[src/rtl/wsq_pkg.sv]
`timescale 1ns/1ps
package wsq_pkg;

   typedef enum logic [2:0] {
      ST_IDLE,
      ST_DATA,
      ST_PAD,
      ST_WAIT,
      ST_TERM
   } wsq_state_e;

   typedef enum logic [1:0] {
      END_AUTO = 2'd0,
      END_PRE  = 2'd1,
      END_TERM = 2'd2
   } wsq_end_e;

   typedef enum logic [1:0] {
      OP_NOP,
      OP_WRITE,
      OP_PRE,
      OP_BST
   } wsq_op_e;

   // {cs_n, ras_n, cas_n, we_n}
   function automatic logic [3:0] op_pins(input wsq_op_e op);
      case (op)
         OP_WRITE: op_pins = 4'b0100;
         OP_PRE:   op_pins = 4'b0010;
         OP_BST:   op_pins = 4'b0110;
         default:  op_pins = 4'b0111;
      endcase
   endfunction

   function automatic wsq_end_e decode_end(input logic [1:0] code);
      case (code)
         2'd0:    decode_end = END_AUTO;
         2'd1:    decode_end = END_PRE;
         default: decode_end = END_TERM;
      endcase
   endfunction

endpackage

[src/rtl/wsq_bank_timer.sv]
`timescale 1ns/1ps
module wsq_bank_timer #(
   parameter int BANKS = 4,
   parameter int CW    = 4,
   localparam int BA_W = $clog2(BANKS)
) (
   input  logic             clk,
   input  logic             rst_n,
   input  logic             load,
   input  logic [BA_W-1:0]  load_bank,
   input  logic [CW-1:0]    load_val,
   output logic [BANKS-1:0] bank_free
);

   for (genvar i = 0; i < BANKS; i++) begin : g_bank
      logic [CW-1:0] cnt;

      always_ff @(posedge clk) begin
         if (!rst_n) begin
            cnt <= '0;
         end else if (load && (load_bank == BA_W'(i))) begin
            cnt <= load_val;
         end else if (cnt != '0) begin
            cnt <= cnt - 1'b1;
         end
      end

      assign bank_free[i] = (cnt == '0);
   end

endmodule

[src/rtl/wsq_ctrl.sv]
`timescale 1ns/1ps
module wsq_ctrl
   import wsq_pkg::*;
#(
   parameter int BANKS = 4,
   parameter int COL_W = 8,
   parameter int BL    = 8,
   parameter int TWR   = 2,
   parameter int TRP   = 3,
   localparam int BA_W  = $clog2(BANKS),
   localparam int LEN_W = $clog2(BL + 1),
   localparam int GAP   = (TWR > 2) ? TWR : 2,
   localparam int WCW   = $clog2(((BL > GAP) ? BL : GAP) + 1),
   localparam int CW    = $clog2(BL + TWR + TRP + 1)
) (
   input  logic             clk,
   input  logic             rst_n,
   input  logic             req_valid,
   output logic             req_ready,
   input  logic [BA_W-1:0]  req_bank,
   input  logic [COL_W-1:0] req_col,
   input  logic [LEN_W-1:0] req_len,
   input  logic [1:0]       req_mode,
   input  logic [BANKS-1:0] bank_free,
   output wsq_op_e          op,
   output logic [BA_W-1:0]  op_bank,
   output logic [COL_W-1:0] op_col,
   output logic             op_ap,
   output logic             drive,
   output logic             take,
   output logic             ld,
   output logic [BA_W-1:0]  ld_bank,
   output logic [CW-1:0]    ld_val
);

   localparam logic [LEN_W-1:0] BL_L   = LEN_W'(BL);
   localparam logic [LEN_W-1:0] ONE_L  = LEN_W'(1);
   localparam logic [WCW-1:0]   BL_W   = WCW'(BL);
   localparam logic [WCW-1:0]   GAP_M1 = WCW'(GAP - 1);
   localparam logic [CW-1:0]    AUTO_V = CW'(BL + TWR + TRP);
   localparam logic [CW-1:0]    PRE_V  = CW'(TRP);

   wsq_state_e       st, st_n;
   logic [LEN_W-1:0] pos, pos_n, len_r, len_n, fin_len;
   wsq_end_e         md_r, md_n, fin_md, req_md;
   logic [BA_W-1:0]  bk_r, bk_n;
   logic [WCW-1:0]   wc, wc_n;
   logic             accept, fin;

   assign req_md    = decode_end(req_mode);
   assign req_ready = ((st == ST_IDLE) || (st == ST_TERM)) && bank_free[req_bank];
   assign accept    = req_valid && req_ready;

   always_comb begin
      st_n    = st;
      pos_n   = pos;
      len_n   = len_r;
      md_n    = md_r;
      bk_n    = bk_r;
      wc_n    = wc;
      op      = OP_NOP;
      op_bank = bk_r;
      op_col  = '0;
      op_ap   = 1'b0;
      drive   = 1'b0;
      take    = 1'b0;
      ld      = 1'b0;
      ld_bank = bk_r;
      ld_val  = '0;
      fin     = 1'b0;
      fin_len = len_r;
      fin_md  = md_r;

      case (st)
         ST_IDLE, ST_TERM: begin
            if (st == ST_TERM) op = OP_BST;
            st_n = ST_IDLE;
            if (accept) begin
               op      = OP_WRITE;
               op_bank = req_bank;
               op_col  = req_col;
               op_ap   = (req_md == END_AUTO);
               drive   = 1'b1;
               take    = 1'b1;
               bk_n    = req_bank;
               len_n   = req_len;
               md_n    = req_md;
               pos_n   = ONE_L;
               if (req_md == END_AUTO) begin
                  ld      = 1'b1;
                  ld_bank = req_bank;
                  ld_val  = AUTO_V;
               end
               if (req_len <= ONE_L) begin
                  fin     = 1'b1;
                  fin_len = req_len;
                  fin_md  = req_md;
               end else begin
                  st_n = ST_DATA;
               end
            end
         end
         ST_DATA: begin
            drive = 1'b1;
            take  = 1'b1;
            pos_n = pos + ONE_L;
            if ((pos + ONE_L) >= len_r) fin = 1'b1;
         end
         ST_PAD: begin
            drive = 1'b1;
            wc_n  = wc - 1'b1;
            if (wc <= WCW'(1)) st_n = ST_IDLE;
         end
         ST_WAIT: begin
            if (wc != '0) begin
               wc_n = wc - 1'b1;
            end else begin
               op      = OP_PRE;
               ld      = 1'b1;
               ld_bank = bk_r;
               ld_val  = PRE_V;
               st_n    = ST_IDLE;
            end
         end
         default: st_n = ST_IDLE;
      endcase

      if (fin) begin
         case (fin_md)
            END_AUTO: begin
               if (fin_len < BL_L) begin
                  st_n = ST_PAD;
                  wc_n = BL_W - WCW'(fin_len);
               end else begin
                  st_n = ST_IDLE;
               end
            end
            END_PRE: begin
               st_n = ST_WAIT;
               wc_n = GAP_M1;
            end
            default: st_n = ST_TERM;
         endcase
      end
   end

   always_ff @(posedge clk) begin
      if (!rst_n) begin
         st    <= ST_IDLE;
         pos   <= '0;
         len_r <= '0;
         md_r  <= END_TERM;
         bk_r  <= '0;
         wc    <= '0;
      end else begin
         st    <= st_n;
         pos   <= pos_n;
         len_r <= len_n;
         md_r  <= md_n;
         bk_r  <= bk_n;
         wc    <= wc_n;
      end
   end

endmodule

[src/rtl/wsq_pin_reg.sv]
`timescale 1ns/1ps
module wsq_pin_reg
   import wsq_pkg::*;
#(
   parameter int BANKS  = 4,
   parameter int COL_W  = 8,
   parameter int ADDR_W = 12,
   parameter int AP_BIT = 10,
   parameter int DQ_W   = 16,
   localparam int BA_W  = $clog2(BANKS),
   localparam int DM_W  = DQ_W / 8
) (
   input  logic              clk,
   input  logic              rst_n,
   input  wsq_op_e           op,
   input  logic [BA_W-1:0]   op_bank,
   input  logic [COL_W-1:0]  op_col,
   input  logic              op_ap,
   input  logic              drive,
   input  logic              take,
   input  logic [DQ_W-1:0]   dat_word,
   input  logic              dat_keep,
   output logic              sd_cs_n,
   output logic              sd_ras_n,
   output logic              sd_cas_n,
   output logic              sd_we_n,
   output logic [BA_W-1:0]   sd_ba,
   output logic [ADDR_W-1:0] sd_addr,
   output logic [DQ_W-1:0]   sd_dq_out,
   output logic              sd_dq_oe,
   output logic [DM_W-1:0]   sd_dqm
);

   logic [ADDR_W-1:0] addr_n;
   logic [BA_W-1:0]   ba_n;
   logic [3:0]        cmd_n;

   always_comb begin
      addr_n = '0;
      ba_n   = '0;
      cmd_n  = op_pins(op);
      if (op == OP_WRITE) begin
         addr_n[COL_W-1:0] = op_col;
         addr_n[AP_BIT]    = op_ap;
      end
      if ((op == OP_WRITE) || (op == OP_PRE)) ba_n = op_bank;
   end

   always_ff @(posedge clk) begin
      if (!rst_n) begin
         {sd_cs_n, sd_ras_n, sd_cas_n, sd_we_n} <= 4'b0111;
         sd_ba     <= '0;
         sd_addr   <= '0;
         sd_dq_out <= '0;
         sd_dq_oe  <= 1'b0;
         sd_dqm    <= '1;
      end else begin
         {sd_cs_n, sd_ras_n, sd_cas_n, sd_we_n} <= cmd_n;
         sd_ba     <= ba_n;
         sd_addr   <= addr_n;
         sd_dq_out <= take ? dat_word : '0;
         sd_dq_oe  <= drive;
         sd_dqm    <= (take && dat_keep) ? '0 : '1;
      end
   end

endmodule

[src/rtl/sdram_wr_seq.sv]
`timescale 1ns/1ps
module sdram_wr_seq
   import wsq_pkg::*;
#(
   parameter int BANKS  = 4,
   parameter int COL_W  = 8,
   parameter int ADDR_W = 12,
   parameter int AP_BIT = 10,
   parameter int DQ_W   = 16,
   parameter int BL     = 8,
   parameter int TWR    = 2,
   parameter int TRP    = 3,
   localparam int BA_W  = $clog2(BANKS),
   localparam int LEN_W = $clog2(BL + 1),
   localparam int DM_W  = DQ_W / 8,
   localparam int CW    = $clog2(BL + TWR + TRP + 1)
) (
   input  logic              clk,
   input  logic              rst_n,
   input  logic              req_valid,
   output logic              req_ready,
   input  logic [BA_W-1:0]   req_bank,
   input  logic [COL_W-1:0]  req_col,
   input  logic [LEN_W-1:0]  req_len,
   input  logic [1:0]        req_mode,
   input  logic [DQ_W-1:0]   dat_word,
   input  logic              dat_keep,
   output logic              dat_rdy,
   output logic              sd_cs_n,
   output logic              sd_ras_n,
   output logic              sd_cas_n,
   output logic              sd_we_n,
   output logic [BA_W-1:0]   sd_ba,
   output logic [ADDR_W-1:0] sd_addr,
   output logic [DQ_W-1:0]   sd_dq_out,
   output logic              sd_dq_oe,
   output logic [DM_W-1:0]   sd_dqm
);

   if (BANKS < 2 || (1 << BA_W) != BANKS) begin : g_bad_banks
      $error("BANKS must be a power of two, at least 2");
   end
   if (BL != 1 && BL != 2 && BL != 4 && BL != 8) begin : g_bad_bl
      $error("BL must be 1, 2, 4 or 8");
   end
   if (TWR < 1 || TRP < 1) begin : g_bad_rec
      $error("TWR and TRP must be at least one clock");
   end
   if (AP_BIT < COL_W || AP_BIT >= ADDR_W) begin : g_bad_ap
      $error("AP_BIT must lie above the column field and inside the address bus");
   end
   if (DQ_W % 8 != 0 || DQ_W < 8) begin : g_bad_dq
      $error("DQ_W must be a whole number of bytes");
   end

   wsq_op_e          op;
   logic [BA_W-1:0]  op_bank, ld_bank;
   logic [COL_W-1:0] op_col;
   logic             op_ap, drive, take, ld;
   logic [CW-1:0]    ld_val;
   logic [BANKS-1:0] bank_free;

   assign dat_rdy = take;

   wsq_ctrl #(
      .BANKS(BANKS), .COL_W(COL_W), .BL(BL), .TWR(TWR), .TRP(TRP)
   ) u_ctrl (
      .clk(clk), .rst_n(rst_n),
      .req_valid(req_valid), .req_ready(req_ready),
      .req_bank(req_bank), .req_col(req_col), .req_len(req_len), .req_mode(req_mode),
      .bank_free(bank_free),
      .op(op), .op_bank(op_bank), .op_col(op_col), .op_ap(op_ap),
      .drive(drive), .take(take),
      .ld(ld), .ld_bank(ld_bank), .ld_val(ld_val)
   );

   wsq_bank_timer #(
      .BANKS(BANKS), .CW(CW)
   ) u_timer (
      .clk(clk), .rst_n(rst_n),
      .load(ld), .load_bank(ld_bank), .load_val(ld_val),
      .bank_free(bank_free)
   );

   wsq_pin_reg #(
      .BANKS(BANKS), .COL_W(COL_W), .ADDR_W(ADDR_W), .AP_BIT(AP_BIT), .DQ_W(DQ_W)
   ) u_pins (
      .clk(clk), .rst_n(rst_n),
      .op(op), .op_bank(op_bank), .op_col(op_col), .op_ap(op_ap),
      .drive(drive), .take(take),
      .dat_word(dat_word), .dat_keep(dat_keep),
      .sd_cs_n(sd_cs_n), .sd_ras_n(sd_ras_n), .sd_cas_n(sd_cas_n), .sd_we_n(sd_we_n),
      .sd_ba(sd_ba), .sd_addr(sd_addr), .sd_dq_out(sd_dq_out),
      .sd_dq_oe(sd_dq_oe), .sd_dqm(sd_dqm)
   );

endmodule

[config.mk]
export PLATFORM = sky130hd
export DESIGN_NAME = sdram_wr_seq
export DESIGN_NICKNAME = d
export VERILOG_FILES = /design/src/rtl/wsq_pkg.sv /design/src/rtl/wsq_bank_timer.sv /design/src/rtl/wsq_ctrl.sv /design/src/rtl/wsq_pin_reg.sv /design/src/rtl/sdram_wr_seq.sv
export SDC_FILE = /design/constraint.sdc
export NUM_CORES = 1
export LEC_CHECK = 0
export CAP_MARGIN = 30
export CELL_PAD_IN_SITES_DETAIL_PLACEMENT = 1
export CELL_PAD_IN_SITES_GLOBAL_PLACEMENT = 1
export CORE_MARGIN = 4
export CORE_UTILIZATION = 37
export CTS_CLUSTER_SIZE = 14
export DETAILED_ROUTE_END_ITERATION = 7
export GPL_TIMING_DRIVEN = 0
export PLACE_DENSITY = 0.84
export SLEW_MARGIN = 10
export SYNTH_ARGS = -nofsm -noshare
export SYNTH_HDL_FRONTEND = slang
export SYNTH_SLANG_ARGS = --single-unit
[constraint.sdc]
create_clock -name clk -period 3.43 [get_ports clk]
set_clock_uncertainty 0.2 [all_clocks]
set_input_delay 0.8575 -clock clk [delete_from_list [all_inputs] [get_ports clk]]
set_output_delay 0.8575 -clock clk [all_outputs]
set_load 0.03 [all_outputs]
==> results of run 1 <==
-- stage by stage --
stage               setup TNS, ns  cell area, um2  total power, mW  setup slack [ns]  util [%]
floorplan                       0            3200             2.02             0.223         -
global placement            -3.72            4010             2.35            -0.583      48.4
finish                          0            4260             3.21             0.115      51.4
global route               -0.179            4260             3.41           -0.0324      51.4
detailed placement          -1.31            4020             2.43            -0.652      48.4
CTS                             0            4260             3.22            0.0112      51.3
-- worst reg2reg max path, stage by stage, from the launching register on --
cell      delay, ns
dfxtp_1        0.34
inv_1          0.09
ha_1           0.20
nor3b_4        0.33
a22o_2         0.27
o211ai_4       0.13
buf_4          0.24
buf_2          0.22
a31oi_2        0.30
ha_1           0.20
nand2_1        0.10
nor4_1         0.22
buf_2          0.23
and2_1         0.15
-- layout make-up --
| class | instances | area share (%) |
|---|---|---|
| buffer | 16 | 1.97 |
| clock buffer | 10 | 3.23 |
| clock inverter | 6 | 2.05 |
| inverter | 20 | 1.76 |
| multi-input combinational | 239 | 40.3 |
| sequential | 67 | 31.5 |
| tap | 105 | 3.08 |
| timing repair buffer | 70 | 16.2 |
-- state kept, by name, indices dropped and copies added, names as in the netlist --
name,count
u_ctrl.bk_r,2
u_ctrl.len_r,4
u_ctrl.md_r,2
u_ctrl.pos,4
u_ctrl.st,3
u_ctrl.wc,4
u_pins.sd_addr,9
u_pins.sd_ba,2
u_pins.sd_cas_n,1
u_pins.sd_dq_oe,1
u_pins.sd_dq_out,16
u_pins.sd_dqm,1
u_pins.sd_ras_n,1
u_pins.sd_we_n,1
u_timer.g_bank.cnt,16
-- power groups by stage --
stage               logic (mW)  registers, mW  clock network, mW
global placement          1.26           1.09                  0
finish                    1.35           1.09              0.764
detailed placement        1.33           1.10                  0
CTS                       1.36           1.09              0.773
global route              1.49           1.11              0.810
floorplan                0.863           1.16                  0
-- synth_stat cells (4+ instances only) --
cell type / instances / area share (%)
nand2b_1: 4 / 0.78
dfxtp_1: 67 / 42
o21ai_0: 13 / 2.0
nor3_1: 13 / 2.0
o31a_1: 5 / 1.4
or3_1: 5 / 0.98
a21oi_1: 12 / 1.9
clkbuf_1: 8 / 0.94
buf_4: 5 / 1.2
nand3_1: 5 / 0.78
inv_1: 19 / 2.2
nor2_1: 18 / 2.1
and3_1: 17 / 3.3
xnor2_1: 10 / 2.7
nand2_1: 32 / 3.8
ha_1: 19 / 7.5
nor2b_1: 12 / 2.4
nor3b_4: 5 / 2.9
and2_1: 9 / 1.8
o21a_1: 13 / 3.1
mux2i_1: 5 / 1.6
a21boi_0: 4 / 0.94
buf_2: 4 / 0.63
-- cell families after synthesis --
kind of cell,synth area share (%)
multiplexers,2.27
AO/OA/AOI/OAI,15.5
other,0.118
AND/OR/NAND/NOR,24.5
adder cells (fa/ha/maj),7.45
buffers and inverters,5.10
flip-flops,42.0
XOR/XNOR,3.02
-- worst min path at each step --
stage                     slack, ns                  startpoint                         end
after floorplan                0.27  u_ctrl.pos[3]$_SDFFE_PN0P_  u_ctrl.pos[3]$_SDFFE_PN0P_
after global placement         0.28  u_ctrl.pos[1]$_SDFFE_PN0P_  u_ctrl.pos[1]$_SDFFE_PN0P_
after detailed placement       0.29  u_ctrl.pos[3]$_SDFFE_PN0P_  u_ctrl.pos[3]$_SDFFE_PN0P_
after CTS                      0.30  u_ctrl.pos[3]$_SDFFE_PN0P_  u_ctrl.pos[3]$_SDFFE_PN0P_
after global routing           0.34  u_ctrl.pos[3]$_SDFFE_PN0P_  u_ctrl.pos[3]$_SDFFE_PN0P_
final                          0.30  u_ctrl.pos[3]$_SDFFE_PN0P_  u_ctrl.pos[3]$_SDFFE_PN0P_
-- metal layers --
metal,global-route usage (%),vias to the layer above,part of all wire (%)
li1,-,1335,-
met1,21.3,1330,43
met2,33.0,95,48
met3,4.57,19,6.7
met4,6.53,0,2.2
met5,0,-,0
-- repair_timing --
item,4_1_cts,5_1_grt
cloned,0,0
endpoints found under the setup margin,2,9
setup buffers,1,0
resized for setup,8,3
pin swaps,1,0
==> results.toml, run 1 <==
[timing]
final-hold-violation-count = 0
fmax_ghz = 0.302
slew_viol_final = 0
worst_slew_pin_slew_ns = 0.627
slew_headroom_pct = 58.1
holdWs_ns = 0.300
finalCritPeriodShare_pct = 96.6
fin_crit_ns = 3.31
setup_viol = 0

[logic_synthesis]
yosysWarnings = 0
yosysUniqueCellTypes = 52
synth_edf_count = 0
syn_area_per_cell_um2 = 9.38
syn-cell-area_um2 = 3190
synth_seq_area_share_pct = 42.0
ys_ff_latch = 67
netlist_instances = 340
async_flop_share_pct = 0
synthFlopType = "dfxtp_1"

[worst_hold_path]
hold_class = "reg2reg"
whs_path_depth = 2

[finish]
fin_cells = 533
syn2layout_area_growth_pct = 33.6
final_common_cell = "dfxtp_1"
layout.nets = 478
final-seq-area_um2 = 1340
multiInputGateArea_um2 = 1720
drive_gt1_share_pct = 12.1
num-fill-cells = 980
layout_common_cells = "dfxtp_1, clkdlybuf4s50_1, nand2_1, inv_1, ha_1"
insertedDiodeCount = 0

[detailed_routing]
drcViolationCount = 0
first_iter_violations = 99
detail-route-antenna-nets = 0
wire_per_inst_um = 17.3
via_per_inst = 5.21
drt_wl_total_um = 9230
drt_pass1_iterations = 4
vias = 2779

[clock_network]
numCtsBuffers = 9
clockBufferDepth = 2
cts_hold_buf = 0
ctsRootBufferMaster = "clkbuf_8"
cts_sinks = 67
cts_tree = "yes"
clk_pin_slew_worst_paths_ns = 0.08
clkLatencyLatePin_ns = 0.35
cts_htree_levels = 3

[critical_path]
crit_slowest_cell = "dfxtp_1"
worstPathMaxFanout = 12
path_depth = 7
cp_data_arrival_time_ns = 2.26
crit_end = "dat_rdy"
r2r_cells = 13
worstSetupStartpoint = "u_timer.g_bank[3].cnt[0]$_SDFFE_PN0P_"
cp-end-kind = "primary output"
setup.worst_path.class = "reg2out"
reg2reg_slack_ns = 0.19
path_buf_inv = 2
r2r-start = "u_timer.g_bank[3].cnt[0]$_SDFFE_PN0P_"
cp_top_family = "compound AO/OA/AOI/OAI gates"
required_ns = 2.37
path_cells = "inv_1 -> ha_1 -> nor3b_4 -> a22o_2 -> o211ai_4 -> nand2_4 -> clkdlybuf4s15_2"
setup.worst_path.start_class = "flip-flop"
reg2reg_to = "u_pins.sd_addr[7]$_SDFF_PN0_"
slowest_delay_ns = 0.37

[grt]
grtUsageTotal_pct = 18.5
grt.overflow.total = 0
grt_pass1_vias = 2945
grt_max_degree = 13
antenna_found_initial = 0
grt_pass1_wl_um = 14600

[floorplan]
core-area_um2 = 8300
die_w_um = 101
die_h_um = 101
rows = 33
initial_core_util_pct = 38.4
die_area_um2 = 10200
ios = 75

[pwr]
p_comb_share_pct = 42.2
seq_power_share_pct = 33.9
switching_share_pct = 38.1
p_sw_mw = 1.22
irDropWorstVdd_uv = 231
powerDensity_nw_per_um2 = 752
p_int_mw = 1.98
clkPwrFrac_pct = 23.8
p_leak_nw = 1.76

[job]
cap_violations = 0

[place]
post-place-cells = 517
io_buffer_count = 68
place.gp.congestion = 0.869
hpwl_um = 6910

[outcome]
outcome = "finished clean"
Power figures use the tool's default switching activity.
==> inputs of run 2 (changes only) <==
- CTS_BUF_LIST: default -> sky130_fd_sc_hd__clkbuf_8 sky130_fd_sc_hd__clkbuf_16
==> results of run 2 <==
Same layout as run 1: the final DEF is identical, and so are final timing and power.
==> inputs of run 3 (changes only) <==
--- a/constraint.sdc
+++ b/constraint.sdc
@@ -3,3 +3,3 @@
 set_input_delay 0.8575 -clock clk [delete_from_list [all_inputs] [get_ports clk]]
 set_output_delay 0.8575 -clock clk [all_outputs]
-set_load 0.03 [all_outputs]
+set_load 0.05 [all_outputs]
==> run 3 against run 2 <==
  * Final area hardly changed
  * Core utilization hardly changed
  * Wire length is 4.3% lower
  * Register-to-register slack better by 0.26 ns
  * Critical path type unchanged
  * Largest cell class unchanged
==> results.toml, run 3 (same netlist as run 1, synthesis figures left out) <==
[clock_network]
clockBufferDepth = 2
cts_htree_levels = 3
clkLatencyLatePin_ns = 0.35
cts_sinks = 67
ctsRootBufferMaster = "clkbuf_8"
cts_tree = "yes"
cts_hold_buf = 0
clk_pin_slew_worst_paths_ns = 0.08
numCtsBuffers = 9

[timing]
fmax_ghz = 0.307
fin_crit_ns = 3.26
worst_slew_pin_slew_ns = 0.665
setup_viol = 0
slew_headroom_pct = 55.6
fin_ws_ns = 0.174
grt_setup_unrepaired = "false"
final-hold-violation-count = 0
finalCritPeriodShare_pct = 94.9
slew_viol_final = 0

[place]
dp_slack_ns = -0.756
post-place-cells = 516
place.gp.congestion = 0.816
hpwl_um = 6690
io_buffer_count = 68
dpl-instance-area_um2 = 4020

[critical_path]
path_buf_inv = 2
crit_slowest_cell = "dfxtp_1"
slowest_delay_ns = 0.38
cp-end-kind = "primary output"
setup.worst_path.class = "reg2out"
path_cells = "inv_1 -> ha_1 -> nor3b_4 -> a22o_2 -> o211ai_4 -> nand2_4 -> buf_2"
cp_data_arrival_time_ns = 2.20
required_ns = 2.37
worstPathMaxFanout = 12
cp_top_family = "compound AO/OA/AOI/OAI gates"
setup.worst_path.start_class = "flip-flop"

[floorplan]
die_area_um2 = 10200
core-area_um2 = 8300
initial_core_util_pct = 38.4
ios = 75
die_w_um = 101
rows = 33
die_h_um = 101

[finish]
layout.nets = 479
layout_common_cells = "dfxtp_1, clkdlybuf4s50_1, nand2_1, inv_1, ha_1"
fin_cells = 534
final_common_cell = "dfxtp_1"
postLayoutCoreUtil_pct = 51.4
insertedDiodeCount = 0
syn2layout_area_growth_pct = 33.7
largestRegisters = "u_pins.sd_dq_out (16), u_timer.g_bank.cnt (16), u_pins.sd_addr (9)"
drive_gt1_share_pct = 12.6
postLayoutCellArea_um2 = 4270

[detailed_routing]
first_iter_violations = 69
wire_per_inst_um = 16.5
drt_wl_total_um = 8830
vias = 2740
via_per_inst = 5.13
detail-route-antenna-nets = 0
drt_pass1_iterations = 4
drcViolationCount = 0

[grt]
grtUsageTotal_pct = 18.2
antenna_found_initial = 0
grt_max_degree = 13
grt_pass1_wl_um = 14300
grt.overflow.total = 0
grt_pass1_vias = 2929

[job]
cap_violations = 0

[pwr]
power_mw = 3.24
irDropWorstVdd_uv = 297
powerDensity_nw_per_um2 = 761
p_leak_nw = 1.75

[outcome]
outcome = "finished clean"

[worst_hold_path]
hold_class = "reg2reg"
-- run 3: layout make-up --
cell class	count	area, um2
well taps	105	131
multi-input cells	239	1730
flip-flops and latches	67	1340
inverters	20	75.1
plain buffers	16	83.8
repair buffers	71	699
clock buffers	10	138
clock inverters	6	65.1
fillers	951	4030
-- run 3: metrics by stage --
stage	hold WS, ns	setup TNS (ns)
floorplan	0.267	0
global placement	0.279	-3.03
detailed placement	0.287	-4.23
CTS	0.297	-0.0448
global route	0.339	0
finish	0.293	0
-- run 3: final timing paths --
kind,start,to,slack [ns],cells after the start
setup reg to reg,u_timer.g_bank[3].cnt[0]$_SDFFE_PN0P_,u_pins.sd_addr[0]$_SDFF_PN0_,0.45,11
setup / recovery,u_timer.g_bank[3].cnt[0]$_SDFFE_PN0P_,dat_rdy,0.17,7
hold reg to reg,u_ctrl.pos[3]$_SDFFE_PN0P_,u_ctrl.pos[3]$_SDFFE_PN0P_,0.29,2
hold / removal,u_ctrl.pos[3]$_SDFFE_PN0P_,u_ctrl.pos[3]$_SDFFE_PN0P_,0.29,2
-- run 3: per-layer routing --
metal / global-route usage, % / share of wire [%] / up-vias
met4: 7.88 / 1.6 / 0
met2: 31.6 / 49 / 78
met3: 4.29 / 5.4 / 8
li1: - / - / 1339
met5: 0 / 0 / -
met1: 21.1 / 44 / 1315
-- run 3: what timing repair did --
action	in CTS	in global routing
gates resized for setup	9	4
buffers inserted	1	2
pin swaps	1	0
endpoints found under the hold margin	0	0
setup endpoints to repair	10	10
-- run 3: worst reg2reg max path, delay by kind of cell, from the launching register on --
kind / cells / cell delay (ns)
buffers and inverters: 2 / 0.33
AO/OA/AOI/OAI: 3 / 0.68
adder cells (fa/ha/maj): 2 / 0.40
AND/OR/NAND/NOR: 4 / 0.96
flip-flops: 1 / 0.34
-- run 3: power breakdown --
group | switching (mW) | leakage (nW) | internal, mW
logic | 0.841 | 1.10 | 0.642
clock network | 0.315 | 0.102 | 0.355
registers | 0.150 | 0.546 | 0.940
